<file path="src/rtl/sul_pkg.sv">
package sul_pkg;

  typedef enum logic [1:0] {
    ENG_IDLE     = 2'd0,
    ENG_ROLLBACK = 2'd1,
    ENG_RECYCLE  = 2'd2
  } eng_state_e;

  // Number of log words in one record: address, previous owner, previous value.
  localparam int REC_WORDS = 3;

  // First log word of a sector.
  function automatic int sect_base(input int sect, input int sect_words);
    return sect * sect_words;
  endfunction

  // One past the last log word of a sector.
  function automatic int sect_limit(input int sect, input int sect_words);
    return (sect + 1) * sect_words;
  endfunction

  // Owner tags live one page (depth words) above their data word.
  function automatic int tag_slot(input int addr, input int depth);
    return addr + depth;
  endfunction

endpackage

</file>
<file path="src/rtl/sul_word_store.sv">
module sul_word_store #(
  parameter int ADDR_W = 4,
  parameter int DATA_W = 16,
  parameter int TID_W  = 3
) (
  input  logic              clk,
  input  logic              rst_n,
  input  logic              wr_en,
  input  logic [ADDR_W-1:0] wr_addr,
  input  logic [DATA_W-1:0] wr_data,
  input  logic [TID_W-1:0]  wr_tag,
  input  logic [ADDR_W-1:0] chk_addr,
  output logic [DATA_W-1:0] chk_data,
  output logic [TID_W-1:0]  chk_tag,
  input  logic [ADDR_W-1:0] rd_addr,
  output logic [DATA_W-1:0] rd_data,
  output logic [TID_W-1:0]  rd_tag
);
  import sul_pkg::*;

  localparam int DEPTH     = 1 << ADDR_W;
  localparam int MEM_WORDS = 2 * DEPTH;
  localparam int IDX_W     = ADDR_W + 1;

  logic [DATA_W-1:0] mem_q [MEM_WORDS];

  logic [IDX_W-1:0] wr_tidx, chk_tidx, rd_tidx;
  assign wr_tidx  = IDX_W'(tag_slot(int'(wr_addr), DEPTH));
  assign chk_tidx = IDX_W'(tag_slot(int'(chk_addr), DEPTH));
  assign rd_tidx  = IDX_W'(tag_slot(int'(rd_addr), DEPTH));

  always_ff @(posedge clk) begin
    if (!rst_n) begin
      mem_q <= '{default: '0};
    end else if (wr_en) begin
      mem_q[IDX_W'(wr_addr)] <= wr_data;
      mem_q[wr_tidx]         <= DATA_W'(wr_tag);
    end
  end

  assign chk_data = mem_q[IDX_W'(chk_addr)];
  assign chk_tag  = mem_q[chk_tidx][TID_W-1:0];
  assign rd_data  = mem_q[IDX_W'(rd_addr)];
  assign rd_tag   = mem_q[rd_tidx][TID_W-1:0];

endmodule

</file>
<file path="src/rtl/sul_sector_stack.sv">
module sul_sector_stack #(
  parameter int NUM_SECT = 4,
  localparam int SECT_W  = (NUM_SECT > 1) ? $clog2(NUM_SECT) : 1,
  localparam int CNT_W   = $clog2(NUM_SECT + 1)
) (
  input  logic              clk,
  input  logic              rst_n,
  input  logic              push,
  input  logic [SECT_W-1:0] push_sect,
  input  logic              pop,
  output logic [SECT_W-1:0] top_sect,
  output logic [CNT_W-1:0]  count
);

  logic [SECT_W-1:0] stk_q [NUM_SECT];
  logic [CNT_W-1:0]  cnt_q;

  always_ff @(posedge clk) begin
    if (!rst_n) begin
      for (int i = 0; i < NUM_SECT; i++) stk_q[i] <= SECT_W'(i);
      cnt_q <= CNT_W'(NUM_SECT);
    end else if (push) begin
      stk_q[SECT_W'(cnt_q)] <= push_sect;
      cnt_q <= cnt_q + CNT_W'(1);
    end else if (pop) begin
      cnt_q <= cnt_q - CNT_W'(1);
    end
  end

  assign top_sect = (cnt_q == '0) ? '0 : stk_q[SECT_W'(cnt_q - CNT_W'(1))];
  assign count    = cnt_q;

  // a sector is only taken while one is free
  p_no_pop_empty_r4: assert property (@(posedge clk) disable iff (!rst_n)
    pop |-> (cnt_q != '0));
  // returned sectors never exceed the stack's capacity
  p_no_push_full_r7: assert property (@(posedge clk) disable iff (!rst_n)
    push |-> (cnt_q < CNT_W'(NUM_SECT)));
  // allocation and recycling never coincide
  p_push_pop_excl_r4: assert property (@(posedge clk) disable iff (!rst_n)
    !(push && pop));

endmodule

</file>
<file path="src/rtl/sul_log_buffer.sv">
module sul_log_buffer #(
  parameter int ADDR_W    = 4,
  parameter int DATA_W    = 16,
  parameter int TID_W     = 3,
  parameter int LOG_WORDS = 24,
  parameter int PTR_W     = 5
) (
  input  logic              clk,
  input  logic              rst_n,
  input  logic              wr_en,
  input  logic [PTR_W-1:0]  wr_ptr,
  input  logic [ADDR_W-1:0] rec_addr,
  input  logic [TID_W-1:0]  rec_tid,
  input  logic [DATA_W-1:0] rec_val,
  input  logic [PTR_W-1:0]  rd_ptr,
  output logic [ADDR_W-1:0] out_addr,
  output logic [TID_W-1:0]  out_tid,
  output logic [DATA_W-1:0] out_val
);

  logic [DATA_W-1:0] log_q [LOG_WORDS];

  always_ff @(posedge clk) begin
    if (!rst_n) begin
      log_q <= '{default: '0};
    end else if (wr_en) begin
      log_q[wr_ptr]                <= DATA_W'(rec_addr);
      log_q[wr_ptr + PTR_W'(1)]    <= DATA_W'(rec_tid);
      log_q[wr_ptr + PTR_W'(2)]    <= rec_val;
    end
  end

  logic [DATA_W-1:0] w0, w1, w2;
  always_comb begin
    int i;
    i  = int'(rd_ptr);
    w0 = (i     < LOG_WORDS) ? log_q[i]     : '0;
    w1 = (i + 1 < LOG_WORDS) ? log_q[i + 1] : '0;
    w2 = (i + 2 < LOG_WORDS) ? log_q[i + 2] : '0;
  end

  assign out_addr = w0[ADDR_W-1:0];
  assign out_tid  = w1[TID_W-1:0];
  assign out_val  = w2;

endmodule

</file>
<file path="src/rtl/sul_undo_logger.sv">
module sul_undo_logger #(
  parameter int ADDR_W    = 4,
  parameter int DATA_W    = 16,
  parameter int TID_W     = 3,
  parameter int NUM_SECT  = 4,
  parameter int SECT_RECS = 2,
  localparam int CNT_W    = $clog2(NUM_SECT + 1)
) (
  input  logic              clk,
  input  logic              rst_n,
  input  logic              st_valid,
  output logic              st_ready,
  input  logic [ADDR_W-1:0] st_addr,
  input  logic [DATA_W-1:0] st_data,
  input  logic [TID_W-1:0]  st_tid,
  input  logic              commit_valid,
  input  logic [TID_W-1:0]  commit_tid,
  input  logic              squash_valid,
  input  logic [TID_W-1:0]  squash_tid,
  output logic              busy,
  output logic [CNT_W-1:0]  free_count,
  input  logic [ADDR_W-1:0] rd_addr,
  output logic [DATA_W-1:0] rd_data,
  output logic [TID_W-1:0]  rd_tag
);
  import sul_pkg::*;

  localparam int SECT_WORDS = SECT_RECS * REC_WORDS;
  localparam int LOG_WORDS  = NUM_SECT * SECT_WORDS;
  localparam int PTR_W      = $clog2(LOG_WORDS + 1);
  localparam int SECT_W     = (NUM_SECT > 1) ? $clog2(NUM_SECT) : 1;
  localparam int NTASK      = 1 << TID_W;

  function automatic logic [PTR_W-1:0] base_of(input logic [SECT_W-1:0] s);
    return PTR_W'(sect_base(int'(s), SECT_WORDS));
  endfunction

  function automatic logic [PTR_W-1:0] lim_of(input logic [SECT_W-1:0] s);
    return PTR_W'(sect_limit(int'(s), SECT_WORDS));
  endfunction

  // Per-task table and sector back links
  logic [NTASK-1:0]  tv_q;
  logic [SECT_W-1:0] tfirst_q [NTASK];
  logic [SECT_W-1:0] tcur_q   [NTASK];
  logic [PTR_W-1:0]  tptr_q   [NTASK];
  logic [SECT_W-1:0] sprev_q  [NUM_SECT];

  // Rollback / recycle engine
  eng_state_e        eng_q;
  logic [TID_W-1:0]  etid_q;
  logic [SECT_W-1:0] esect_q;
  logic [PTR_W-1:0]  eptr_q;

  // Named internal events
  logic              idle, squash_go, commit_go, st_fire, need_log, need_sect;
  logic              rb_empty, rb_restore, sect_push, chain_done;
  logic [PTR_W-1:0]  ins_ptr;
  logic [DATA_W-1:0] old_val;
  logic [TID_W-1:0]  old_tag;
  logic [SECT_W-1:0] fs_top;
  logic [CNT_W-1:0]  fs_count;
  logic [ADDR_W-1:0] lg_addr;
  logic [TID_W-1:0]  lg_tid;
  logic [DATA_W-1:0] lg_val;
  logic              ws_we;
  logic [ADDR_W-1:0] ws_addr;
  logic [DATA_W-1:0] ws_data;
  logic [TID_W-1:0]  ws_tag;

  assign idle      = (eng_q == ENG_IDLE);
  assign squash_go = idle && squash_valid && tv_q[squash_tid];
  assign commit_go = idle && !squash_go && commit_valid && tv_q[commit_tid];
  assign st_ready  = idle && (fs_count != '0) && !squash_valid && !commit_valid;
  assign st_fire   = st_valid && st_ready;
  assign need_log  = st_fire && (old_tag != st_tid);
  assign need_sect = need_log &&
                     (!tv_q[st_tid] || (tptr_q[st_tid] == lim_of(tcur_q[st_tid])));
  assign ins_ptr   = need_sect ? base_of(fs_top) : tptr_q[st_tid];

  assign rb_empty   = (eptr_q == base_of(esect_q));
  assign rb_restore = (eng_q == ENG_ROLLBACK) && !rb_empty;
  assign sect_push  = ((eng_q == ENG_ROLLBACK) && rb_empty) || (eng_q == ENG_RECYCLE);
  assign chain_done = sect_push && (esect_q == tfirst_q[etid_q]);

  assign ws_we   = st_fire || rb_restore;
  assign ws_addr = rb_restore ? lg_addr : st_addr;
  assign ws_data = rb_restore ? lg_val  : st_data;
  assign ws_tag  = rb_restore ? lg_tid  : st_tid;

  sul_word_store #(.ADDR_W(ADDR_W), .DATA_W(DATA_W), .TID_W(TID_W)) u_words (
    .clk(clk), .rst_n(rst_n),
    .wr_en(ws_we), .wr_addr(ws_addr), .wr_data(ws_data), .wr_tag(ws_tag),
    .chk_addr(st_addr), .chk_data(old_val), .chk_tag(old_tag),
    .rd_addr(rd_addr), .rd_data(rd_data), .rd_tag(rd_tag)
  );

  sul_sector_stack #(.NUM_SECT(NUM_SECT)) u_stack (
    .clk(clk), .rst_n(rst_n),
    .push(sect_push), .push_sect(esect_q),
    .pop(need_sect), .top_sect(fs_top), .count(fs_count)
  );

  sul_log_buffer #(.ADDR_W(ADDR_W), .DATA_W(DATA_W), .TID_W(TID_W),
                   .LOG_WORDS(LOG_WORDS), .PTR_W(PTR_W)) u_log (
    .clk(clk), .rst_n(rst_n),
    .wr_en(need_log), .wr_ptr(ins_ptr),
    .rec_addr(st_addr), .rec_tid(old_tag), .rec_val(old_val),
    .rd_ptr(eptr_q - PTR_W'(REC_WORDS)),
    .out_addr(lg_addr), .out_tid(lg_tid), .out_val(lg_val)
  );

  // Task table
  always_ff @(posedge clk) begin
    if (!rst_n) begin
      tv_q     <= '0;
      tfirst_q <= '{default: '0};
      tcur_q   <= '{default: '0};
      tptr_q   <= '{default: '0};
      sprev_q  <= '{default: '0};
    end else begin
      if (need_log) begin
        tptr_q[st_tid] <= ins_ptr + PTR_W'(REC_WORDS);
        if (need_sect) begin
          tcur_q[st_tid]  <= fs_top;
          sprev_q[fs_top] <= tcur_q[st_tid];
          if (!tv_q[st_tid]) begin
            tfirst_q[st_tid] <= fs_top;
            tv_q[st_tid]     <= 1'b1;
          end
        end
      end
      if (chain_done) tv_q[etid_q] <= 1'b0;
    end
  end

  // Engine
  always_ff @(posedge clk) begin
    if (!rst_n) begin
      eng_q   <= ENG_IDLE;
      etid_q  <= '0;
      esect_q <= '0;
      eptr_q  <= '0;
    end else begin
      unique case (eng_q)
        ENG_IDLE: begin
          if (squash_go) begin
            eng_q   <= ENG_ROLLBACK;
            etid_q  <= squash_tid;
            esect_q <= tcur_q[squash_tid];
            eptr_q  <= tptr_q[squash_tid];
          end else if (commit_go) begin
            eng_q   <= ENG_RECYCLE;
            etid_q  <= commit_tid;
            esect_q <= tcur_q[commit_tid];
          end
        end
        ENG_ROLLBACK: begin
          if (!rb_empty) begin
            eptr_q <= eptr_q - PTR_W'(REC_WORDS);
          end else if (chain_done) begin
            eng_q <= ENG_IDLE;
          end else begin
            esect_q <= sprev_q[esect_q];
            eptr_q  <= lim_of(sprev_q[esect_q]);
          end
        end
        ENG_RECYCLE: begin
          if (chain_done) eng_q <= ENG_IDLE;
          else            esect_q <= sprev_q[esect_q];
        end
        default: eng_q <= ENG_IDLE;
      endcase
    end
  end

  assign busy       = !idle;
  assign free_count = fs_count;

  // the rollback pointer stays inside the sector being unwound
  p_rb_ptr_in_sector_r6: assert property (@(posedge clk) disable iff (!rst_n)
    (eng_q == ENG_ROLLBACK) |->
      (eptr_q >= base_of(esect_q)) && (eptr_q <= lim_of(esect_q)));
  // an active task's write pointer lies past its sector base and within its limit
  p_task_ptr_in_sector_r4: assert property (@(posedge clk) disable iff (!rst_n)
    tv_q[st_tid] |->
      (tptr_q[st_tid] > base_of(tcur_q[st_tid])) &&
      (tptr_q[st_tid] <= lim_of(tcur_q[st_tid])));
  // a logging store leaves its task with a live table entry
  p_log_opens_entry_r2: assert property (@(posedge clk) disable iff (!rst_n)
    need_log |=> tv_q[$past(st_tid)]);
  // when the engine returns to idle, the task it served has no entry left
  p_engine_releases_r7: assert property (@(posedge clk) disable iff (!rst_n)
    (idle && ($past(eng_q) != ENG_IDLE)) |-> !tv_q[$past(etid_q)]);
  // a store is never taken while the engine runs
  p_no_store_when_busy_r5: assert property (@(posedge clk) disable iff (!rst_n)
    (eng_q != ENG_IDLE) |-> !ws_we || rb_restore);

endmodule

</file>
<file path="config.mk">
export PLATFORM = sky130hd
export DESIGN_NAME = sul_undo_logger
export DESIGN_NICKNAME = d
export VERILOG_FILES = /design/src/rtl/sul_pkg.sv /design/src/rtl/sul_word_store.sv /design/src/rtl/sul_sector_stack.sv /design/src/rtl/sul_log_buffer.sv /design/src/rtl/sul_undo_logger.sv
export SDC_FILE = /design/constraint.sdc
export NUM_CORES = 2
export LEC_CHECK = 0
export BUFFER_PORTS_ARGS = -buffer_cell sky130_fd_sc_hd__buf_4
export CAP_MARGIN = 25
export CELL_PAD_IN_SITES_DETAIL_PLACEMENT = 1
export CELL_PAD_IN_SITES_GLOBAL_PLACEMENT = 2
export CORE_AREA = 8 8 351 353
export DETAILED_ROUTE_END_ITERATION = 10
export DIE_AREA = 0 0 359 361
export PLACE_DENSITY_LB_ADDON = 0.1
export REMOVE_ABC_BUFFERS = 1
export SLEW_MARGIN = 20
export SYNTH_ARGS = -nofsm -noshare
export SYNTH_HDL_FRONTEND = slang
export SYNTH_HIERARCHICAL = 1
export SYNTH_SLANG_ARGS = --single-unit
</file>
<file path="constraint.sdc">
create_clock -name clk -period 5.5 [get_ports clk]
set_clock_uncertainty 0.2 [all_clocks]
set_input_delay 0.275 -clock clk [delete_from_list [all_inputs] [get_ports clk]]
set_output_delay 0.275 -clock clk [all_outputs]
set_load 0.005 [all_outputs]
</file>
# Word level (Yosys, flattened, before mapping)
# Memory sizes are Yosys's and may differ from the RTL's.
# Index checks and enable logic that the tools add are counted.
dict set report word_totals {
  regBits 999
  latch_bits 0
  mem_bits_rw 8
  rom_bits 0
  output_inout_bits 24
  n_memories 1
}
dict set report op_classes {
  n_addsub 13
  multipliers 4
  n_div 0
  magnitude_cmp 34
  n_eq_ne 10
  shift 0
  mux 115
  bitwise 22
  reduce_logical 46
}
# name words word_bits read_ports rd_clocked_by_memory_dff wr line_no
set mem_list {}
lappend mem_list {u_stack.stk_q 4 2 1 0 4 sul_sector_stack.sv:15} ;# logic [SECT_W-1:0] stk_q [NUM_SECT];
# operator n
set ops {}
lappend ops {{$bwmux 384} 3}
lappend ops {{$bwmux 512} 2}
lappend ops {{$bmux 16 s5} 7}
lappend ops {{$demux 16 s5} 5}
lappend ops {{$mux 16} 13}
lappend ops {{$ge 32x6->1 const B} 3}
lappend ops {{$lt 32x6->1 const B} 2}
lappend ops {{$not 32->32} 2}
lappend ops {{$ge 6x6->1 const B} 9}
lappend ops {{$mux 2} 23}
lappend ops {{$mux 5} 9}
lappend ops {{$bwmux 40} 1}
lappend ops {{$mux 8} 5}
lappend ops {{$mux 3} 12}
lappend ops {{$not 5->6} 6}
lappend ops {{$bwmux 16} 2}
lappend ops {{$not 5->32} 1}
lappend ops {{$bmux 5 s3} 2}
lappend ops {{$lt 6x1->1 const B} 5}
lappend ops {{$bmux 2 s3} 4}
lappend ops {{$logic_and 1x1->1} 23}
lappend ops {{$not 4->6} 3}
lappend ops {{$ge 4x4->1 const B} 4}
lappend ops {{$lt 3x4->1 const B} 4}
lappend ops {{other kinds (51)} 94}

# Longest topological paths before layout
dict set report depth {
  word_depth 18
  mapped_depth 28
}

# Modules after synthesis
# Netlist, hierarchy kept.
# module instances cells_per_inst area_per_inst_um2 seq_area_each_um2
set by_module_without_submodules {}
lappend by_module_without_submodules {sul_log_buffer 1 2072 20537.2 7687.4}
lappend by_module_without_submodules {sul_word_store 1 1758 16844.9 6085.8}
lappend by_module_without_submodules {sul_undo_logger 1 671 6208.5 2001.9}
lappend by_module_without_submodules {sul_sector_stack 1 54 615.6 300.3}

# Worst setup path before layout
# OpenSTA, ideal clock, no wires.
dict set report synth_path {
  kind {input port to flip-flop}
  start {in st_tid[0]}
  end {reg u_log/log_q[21] (netlist name)}
  setup_time_ns 0.117
  arrival_time_ns 5.321
  t_required_ns 5.183
  setup_slack_ns -0.138
  stages 22
  path_buffers 6
  path_cell_list {buf_4 buf_4 clkbuf_1 mux2_2 a221oi_1 o21ai_0 ha_1 xnor2_1 or4_4 a21oi_4 nor2_4 inv_2 buf_2 o21ai_0 ha_1 buf_2 nor3b_2 o211ai_1 a31oi_2 nor2_2 buf_2 a22o_1}
}
dict set report synth_via {
  elab_chain_cells 18
  elab_cells_between_ends 41
  classes_between {3 x add/sub; 1 x mul; 6 x order compare; 2 x eq/ne; 18 x mux; 4 x bitwise; 7 x reduce/logical}
}
# element line_no
set synth_lines {}
lappend synth_lines {{from (decl)} sul_undo_logger.sv:15} ;# input logic [TID_W-1:0] st_tid,
lappend synth_lines {{$not 3->4 (not written as such)} sul_undo_logger.sv:78} ;# (!tv_q[st_tid] || (tptr_q[st_tid] == lim_of(tcur_q[st_tid])));
lappend synth_lines {{$bmux 2 s3} sul_undo_logger.sv:78}
lappend synth_lines {{$mux 2 (not written as such) (2 in series)} sul_undo_logger.sv:78}
lappend synth_lines {{$add 2x1->3} sul_pkg.sv:19} ;# return (sect + 1) * sect_words;
lappend synth_lines {{$mul 3x2->4} sul_pkg.sv:19}
lappend synth_lines {{$eq 5x5->1} sul_undo_logger.sv:78}
lappend synth_lines {{$logic_or 1x1->1} sul_undo_logger.sv:78}
lappend synth_lines {{$logic_and 1x1->1 (*)} sul_undo_logger.sv:77} ;# assign need_sect = need_log &&
lappend synth_lines {{via need_sect} sul_undo_logger.sv:56} ;# logic idle, squash_go, commit_go, st_fire, need_log, need_sect;
lappend synth_lines {{(+1 left out)} n/a}
lappend synth_lines {{via ins_ptr[2]} sul_undo_logger.sv:58} ;# logic [PTR_W-1:0] ins_ptr;
lappend synth_lines {{$add 5x1->5 or $not 5->6 (tied branches)} {sul_log_buffer.sv:28, sul_log_buffer.sv:27}}
lappend synth_lines {{$not 5->6 (not written as such) (tied with other cells)} sul_log_buffer.sv:28} ;# log_q[wr_ptr + PTR_W'(1)] <= DATA_W'(rec_tid);
lappend synth_lines {{$ge 6x6->1 (not written as such) (tied with other cells)} sul_log_buffer.sv:28}
lappend synth_lines {{$logic_and 1x1->1 (not written as such) or $mux 16 (tied branches)} {sul_log_buffer.sv:28, sul_log_buffer.sv:27}}
lappend synth_lines {{$mux 16 (not written as such) or $demux 16 s5 (tied branches)} {sul_log_buffer.sv:28, sul_log_buffer.sv:27}}
lappend synth_lines {{$demux 16 s5 or $bwmux 384 (tied branches)} {sul_log_buffer.sv:28, sul_log_buffer.sv:27}}
lappend synth_lines {{$bwmux 384} sul_log_buffer.sv:28}
lappend synth_lines {{$bwmux 384 (*)} sul_log_buffer.sv:29} ;# log_q[wr_ptr + PTR_W'(2)] <= rec_val;
lappend synth_lines {{to (signal, indexed assignment)} sul_log_buffer.sv:27} ;# log_q[wr_ptr] <= DATA_W'(rec_addr);
lappend synth_lines {{to (signal, indexed assignment)} sul_log_buffer.sv:28}
lappend synth_lines {{to (signal, indexed assignment)} sul_log_buffer.sv:29}
lappend synth_lines {{to (decl)} sul_log_buffer.sv:21} ;# logic [DATA_W-1:0] log_q [LOG_WORDS];
# Mark *: on every way through the listed nets, which the timed path passes. The rest lies on a longest branch. The select of a mux whose other input is x is not followed.
# A chain may end at the register's enable or synchronous reset.

# Worst setup path in the final report
dict set report layout_path {
  start {in st_tid[1]}
  end {reg u_log/log_q[19] (netlist name)}
}
dict set report layout_via {
  elab_chain_cells 18
  elab_cells_between_ends 41
  classes_between {3 x add/sub; 1 x mul; 6 x order compare; 2 x eq/ne; 18 x mux; 4 x bitwise; 7 x reduce/logical}
}
# element line_no
set layout_lines {}
lappend layout_lines {{$not 3->4 (not written as such)} {sul_undo_logger.sv:78, sul_undo_logger.sv:79}}
lappend layout_lines {{$bmux 2 s3} sul_undo_logger.sv:78}
lappend layout_lines {{$mux 2 (not written as such) (2 in series)} sul_undo_logger.sv:78}
lappend layout_lines {{$add 2x1->3} sul_pkg.sv:19}
lappend layout_lines {{$mul 3x2->4} sul_pkg.sv:19}
lappend layout_lines {{$eq 5x5->1} sul_undo_logger.sv:78}
lappend layout_lines {{$logic_or 1x1->1} sul_undo_logger.sv:78}
lappend layout_lines {{$logic_and 1x1->1} sul_undo_logger.sv:77}
lappend layout_lines {{(+1 left out)} n/a}
lappend layout_lines {{via ins_ptr[2]} sul_undo_logger.sv:58}
lappend layout_lines {{$add 5x1->5 or $not 5->6 (tied branches)} {sul_log_buffer.sv:28, sul_log_buffer.sv:27}}
lappend layout_lines {{$not 5->6 (not written as such) (tied with other cells)} sul_log_buffer.sv:28}
lappend layout_lines {{$ge 6x6->1 (not written as such) (tied with other cells)} sul_log_buffer.sv:28}
lappend layout_lines {{$logic_and 1x1->1 (not written as such) or $mux 16 (tied branches)} {sul_log_buffer.sv:28, sul_log_buffer.sv:27}}
lappend layout_lines {{$mux 16 (not written as such) or $demux 16 s5 (tied branches)} {sul_log_buffer.sv:28, sul_log_buffer.sv:27}}
lappend layout_lines {{$demux 16 s5 or $bwmux 384 (tied branches)} {sul_log_buffer.sv:28, sul_log_buffer.sv:27}}
lappend layout_lines {{$bwmux 384} sul_log_buffer.sv:28}
lappend layout_lines {{$bwmux 384 (*)} sul_log_buffer.sv:29}
# Marks and branches as above.

==> impl_metrics.tcl <==
set metrics [dict create \
    port-buffer-count 61 \
    overflow 0 \
    finalHoldViolCount 0 \
    place_congestion 0.8991 \
    start_util_pct 37.64 \
    fillers 12880 \
    final_common_cell "dfxtp_1" \
    cts_setup_buffers 0 \
    async_reset_ff_share_pct 0 \
    grt_usage_pct 26.82 \
    dp_hpwl_um 118300 \
    setup_viol 0 \
    finalSetupTns_ps 0 \
    fp.dieH_um 361 \
    ctsHtreeMaxLevel 3 \
    hp-class "primary input to register" \
    cp.arrival_ps 5550 \
    post-route-period-util_pct 94.47 \
    dieWidth_um 359 \
    cts_tree "yes" \
    synth-main-ff-cell "dfxtp_1" \
    layout_setup_ws_ps 304.0 \
    max_freq_mhz 192.5 \
    hold_path.startpoint "st_data[0]" \
    drive_above_1_share_pct 22.53 \
    grt_pass1_wl_um 270500 \
    place_ws_ps 65.65 \
    synth.area.mux_share_pct 20.56 \
    slowest_delay_ps 530 \
    fin_total_pwr_mw 15.92 \
    rsz0062_at_grt "false" \
    antenna_found_initial 4 \
    coreArea_um2 117500 \
    min_to "u_words/mem_q[464]" \
    syn-instance-count 4555 \
    start_kind "primary input" \
    fp.dieArea_um2 129600 \
    drtIter0Drc 3722 \
    fp-row-count 126 \
    synthXorXnorAreaFrac_pct 0.5915 \
    slew_viol_final 0 \
    cts_buffers 96 \
    end_kind "register" \
    synth_area_per_cell_um2 9.705 \
    postPlaceCellArea_um2 47640 \
    grt_pass1_vias 39810 \
    drt-total-wl_um 181100 \
    wl_per_cell_um 29.38 \
    grt_max_degree 119 \
    synth_simple_gate_area_share_pct 12.93 \
    criticalPathCategory "primary input to register" \
    syn_to_final_growth_pct 16.09 \
    slowest_stage "dlygate4sd3_1" \
    hold_path_depth 4 \
    relSlewSlack_pct 28.68 \
    yosysWarnings 6 \
    irDropWorstVdd_mv 0.2458 \
    crit_required_ps 5850 \
    ys_ff_latch 799 \
    path_common_cell "nand2_1" \
    viasPerCell 6.343 \
    clock-sinks 799 \
    status "completed" \
    min_period_ps 5196 \
    rr_startpoint "tcur_q[8]" \
    r2r_slack_ps 370 \
    clk_pin_slew_ps 70 \
    drt.antenna.violating_nets 0 \
    reg2reg_to "u_log/log_q[19]" \
    clk_path_buf_depth 3 \
    synth_top_family_by_area "compound AO/OA/AOI/OAI gates" \
    synth_cell_types 112 \
    worstPathMaxFanout 34 \
    leakage_nw 18.17 \
    ys_seq_area_share_pct 36.36 \
    via_count 39090 \
    worst_skew_pair.late_latency_ps 700 \
    finish.net_count 4603 \
    power.density_nw_per_um2 310.2 \
    path_cells "dlygate4sd3_1 -> buf_4 -> mux4_2 -> nand2_1 -> nand2_1 -> inv_1 -> ha_1 -> xnor2_1 -> or4_4 -> a21oi_4 -> nor2_4 -> inv_2 -> nand2_1 -> o21ai_2 -> buf_4 -> a21boi_1 -> o21ai_2 -> buf_12 -> nand2_1 -> buf_12 -> a2111oi_0 -> nor4_1" \
    io_pins 62 \
    finalCoreUtilization_pct 43.69 \
    max_slew.worst_pin.slew_ps 1062 \
    cts_root_buf "clkbuf_16" \
    synth-adder-area-share_pct 0.6227 \
    drv_cap 0 \
    drtPass1Iterations 7 \
    synth.cell_area_um2 44210 \
    stdcell_area_um2 51320 \
    drcViolationCount 0 \
    reg2reg_depth 20 \
    synth-compound-area-share_pct 22.97 \
    synth_edf_count 8 \
    final_cell_mix "791 x dfxtp_1, 455 x nand3_1, 355 x buf_4, 343 x o21ai_0, 311 x mux4_2" \
]
-- final cells by class --
class / count / area [um2] / area share, %
flip-flops and latches: 799 / 16080 / 31.32
multi-input cells: 3178 / 25730 / 50.13
diodes: 2 / 5.005 / 0.009752
repair buffers: 426 / 3904 / 7.607
inverters: 42 / 170.2 / 0.3316
well taps: 1536 / 1922 / 3.745
clock buffers: 139 / 2865 / 5.583
clock inverters: 41 / 649.4 / 1.265
-- registers in the layout (all words and copies together), names as in the netlist --
name / count
u_stack/stk_q: 8
eptr_q: 5
u_words/mem_q: 304
tptr_q: 40
tv_q: 8
sprev_q: 8
etid_q: 3
tfirst_q: 16
u_log/log_q: 384
tcur_q: 16
eng_q: 2
esect_q: 2
u_stack/count: 3
-- cell families (layout without fill, tap and decap cells) --
group / count (synthesis) / in the layout
XOR/XNOR: 29 / 29
AO/OA/AOI/OAI: 1464 / 1464
flip-flops: 799 / 799
buffers and inverters: 578 / 648
multiplexers: 502 / 502
other: 0 / 2
adder cells (fa/ha/maj): 22 / 22
AND/OR/NAND/NOR: 1161 / 1161
-- worst max path at each step --
stage               start  slack (ps)  cells past startpoint                to
2_1_floorplan  st_addr[3]       -5080                     17  u_log/log_q[320]
3_3_place_gp   st_addr[0]         100                     20  u_log/log_q[112]
3_5_place_dp   st_addr[0]          70                     20  u_log/log_q[112]
4_1_cts         st_tid[0]         270                     21  u_log/log_q[112]
5_1_grt         st_tid[0]          40                     21   u_log/log_q[19]
6_report        st_tid[1]         300                     22   u_log/log_q[19]
-- metrics by stage --
stage | instances | hold slack [ps]
finish | 6163 | 104.5
floorplan | 4019 | 151.2
detailed placement | 5965 | 244.9
CTS | 6161 | 62.15
global route | 6161 | 116.5
global placement | 5965 | 235.1
-- repair_timing --
item                                   in CTS  in global routing
hold buffers                               16                  0
gates resized for setup                     0                  1
endpoints found under the hold margin      61                  0
setup endpoints to repair                   0                 12
-- synth_stat cells, types with 22 or more instances --
library cell / number / share of area (%)
dfxtp_1: 791 / 36
nand3_1: 456 / 5.2
o21ai_0: 347 / 3.9
mux4_2: 311 / 16
a21boi_1: 301 / 5.1
clkbuf_1: 299 / 2.5
nand2_1: 289 / 2.5
a22o_1: 156 / 3.1
nor2_1: 154 / 1.3
buf_2: 148 / 1.7
mux2i_1: 142 / 3.2
a22oi_1: 131 / 2.2
a21oi_1: 120 / 1.4
o21ai_1: 88 / 1.0
nor3_1: 58 / 0.66
mux2_2: 40 / 1.0
buf_1: 38 / 0.32
inv_1: 37 / 0.31
a211oi_1: 33 / 0.56
and2_1: 32 / 0.45
buf_4: 30 / 0.51
o2bb2ai_1: 30 / 0.59
a221oi_1: 28 / 0.55
nand2b_1: 24 / 0.34
nor2b_1: 24 / 0.34
a31oi_1: 22 / 0.31
ha_1: 22 / 0.62
-- worst max-delay path: cells and delay by family --
kind,cells,cell delay (ps)
adders and majority gates,1,240
xor gates and xnor gates,1,140
buffers and inverters,7,1810
and+or+nand+nor,7,1180
AOI/OAI and AO/OA,5,1320
muxes,1,530
-- layer usage --
metal / wire [um] / vias up / global-route usage (%)
li1: - / 17290 / -
met1: 83030 / 20470 / 37.45
met2: 84250 / 1054 / 43.63
met3: 8506 / 286 / 3.444
met4: 5300 / 2 / 7.546
met5: 7 / - / 0
-- power by group --
group	switching, mW	internal (mW)	total (mW)
Combinational	1.92	1.00	2.92
Clock	2.79	4.32	7.11
Sequential	0.0488	5.84	5.89
(Power assumes the default switching activity.)
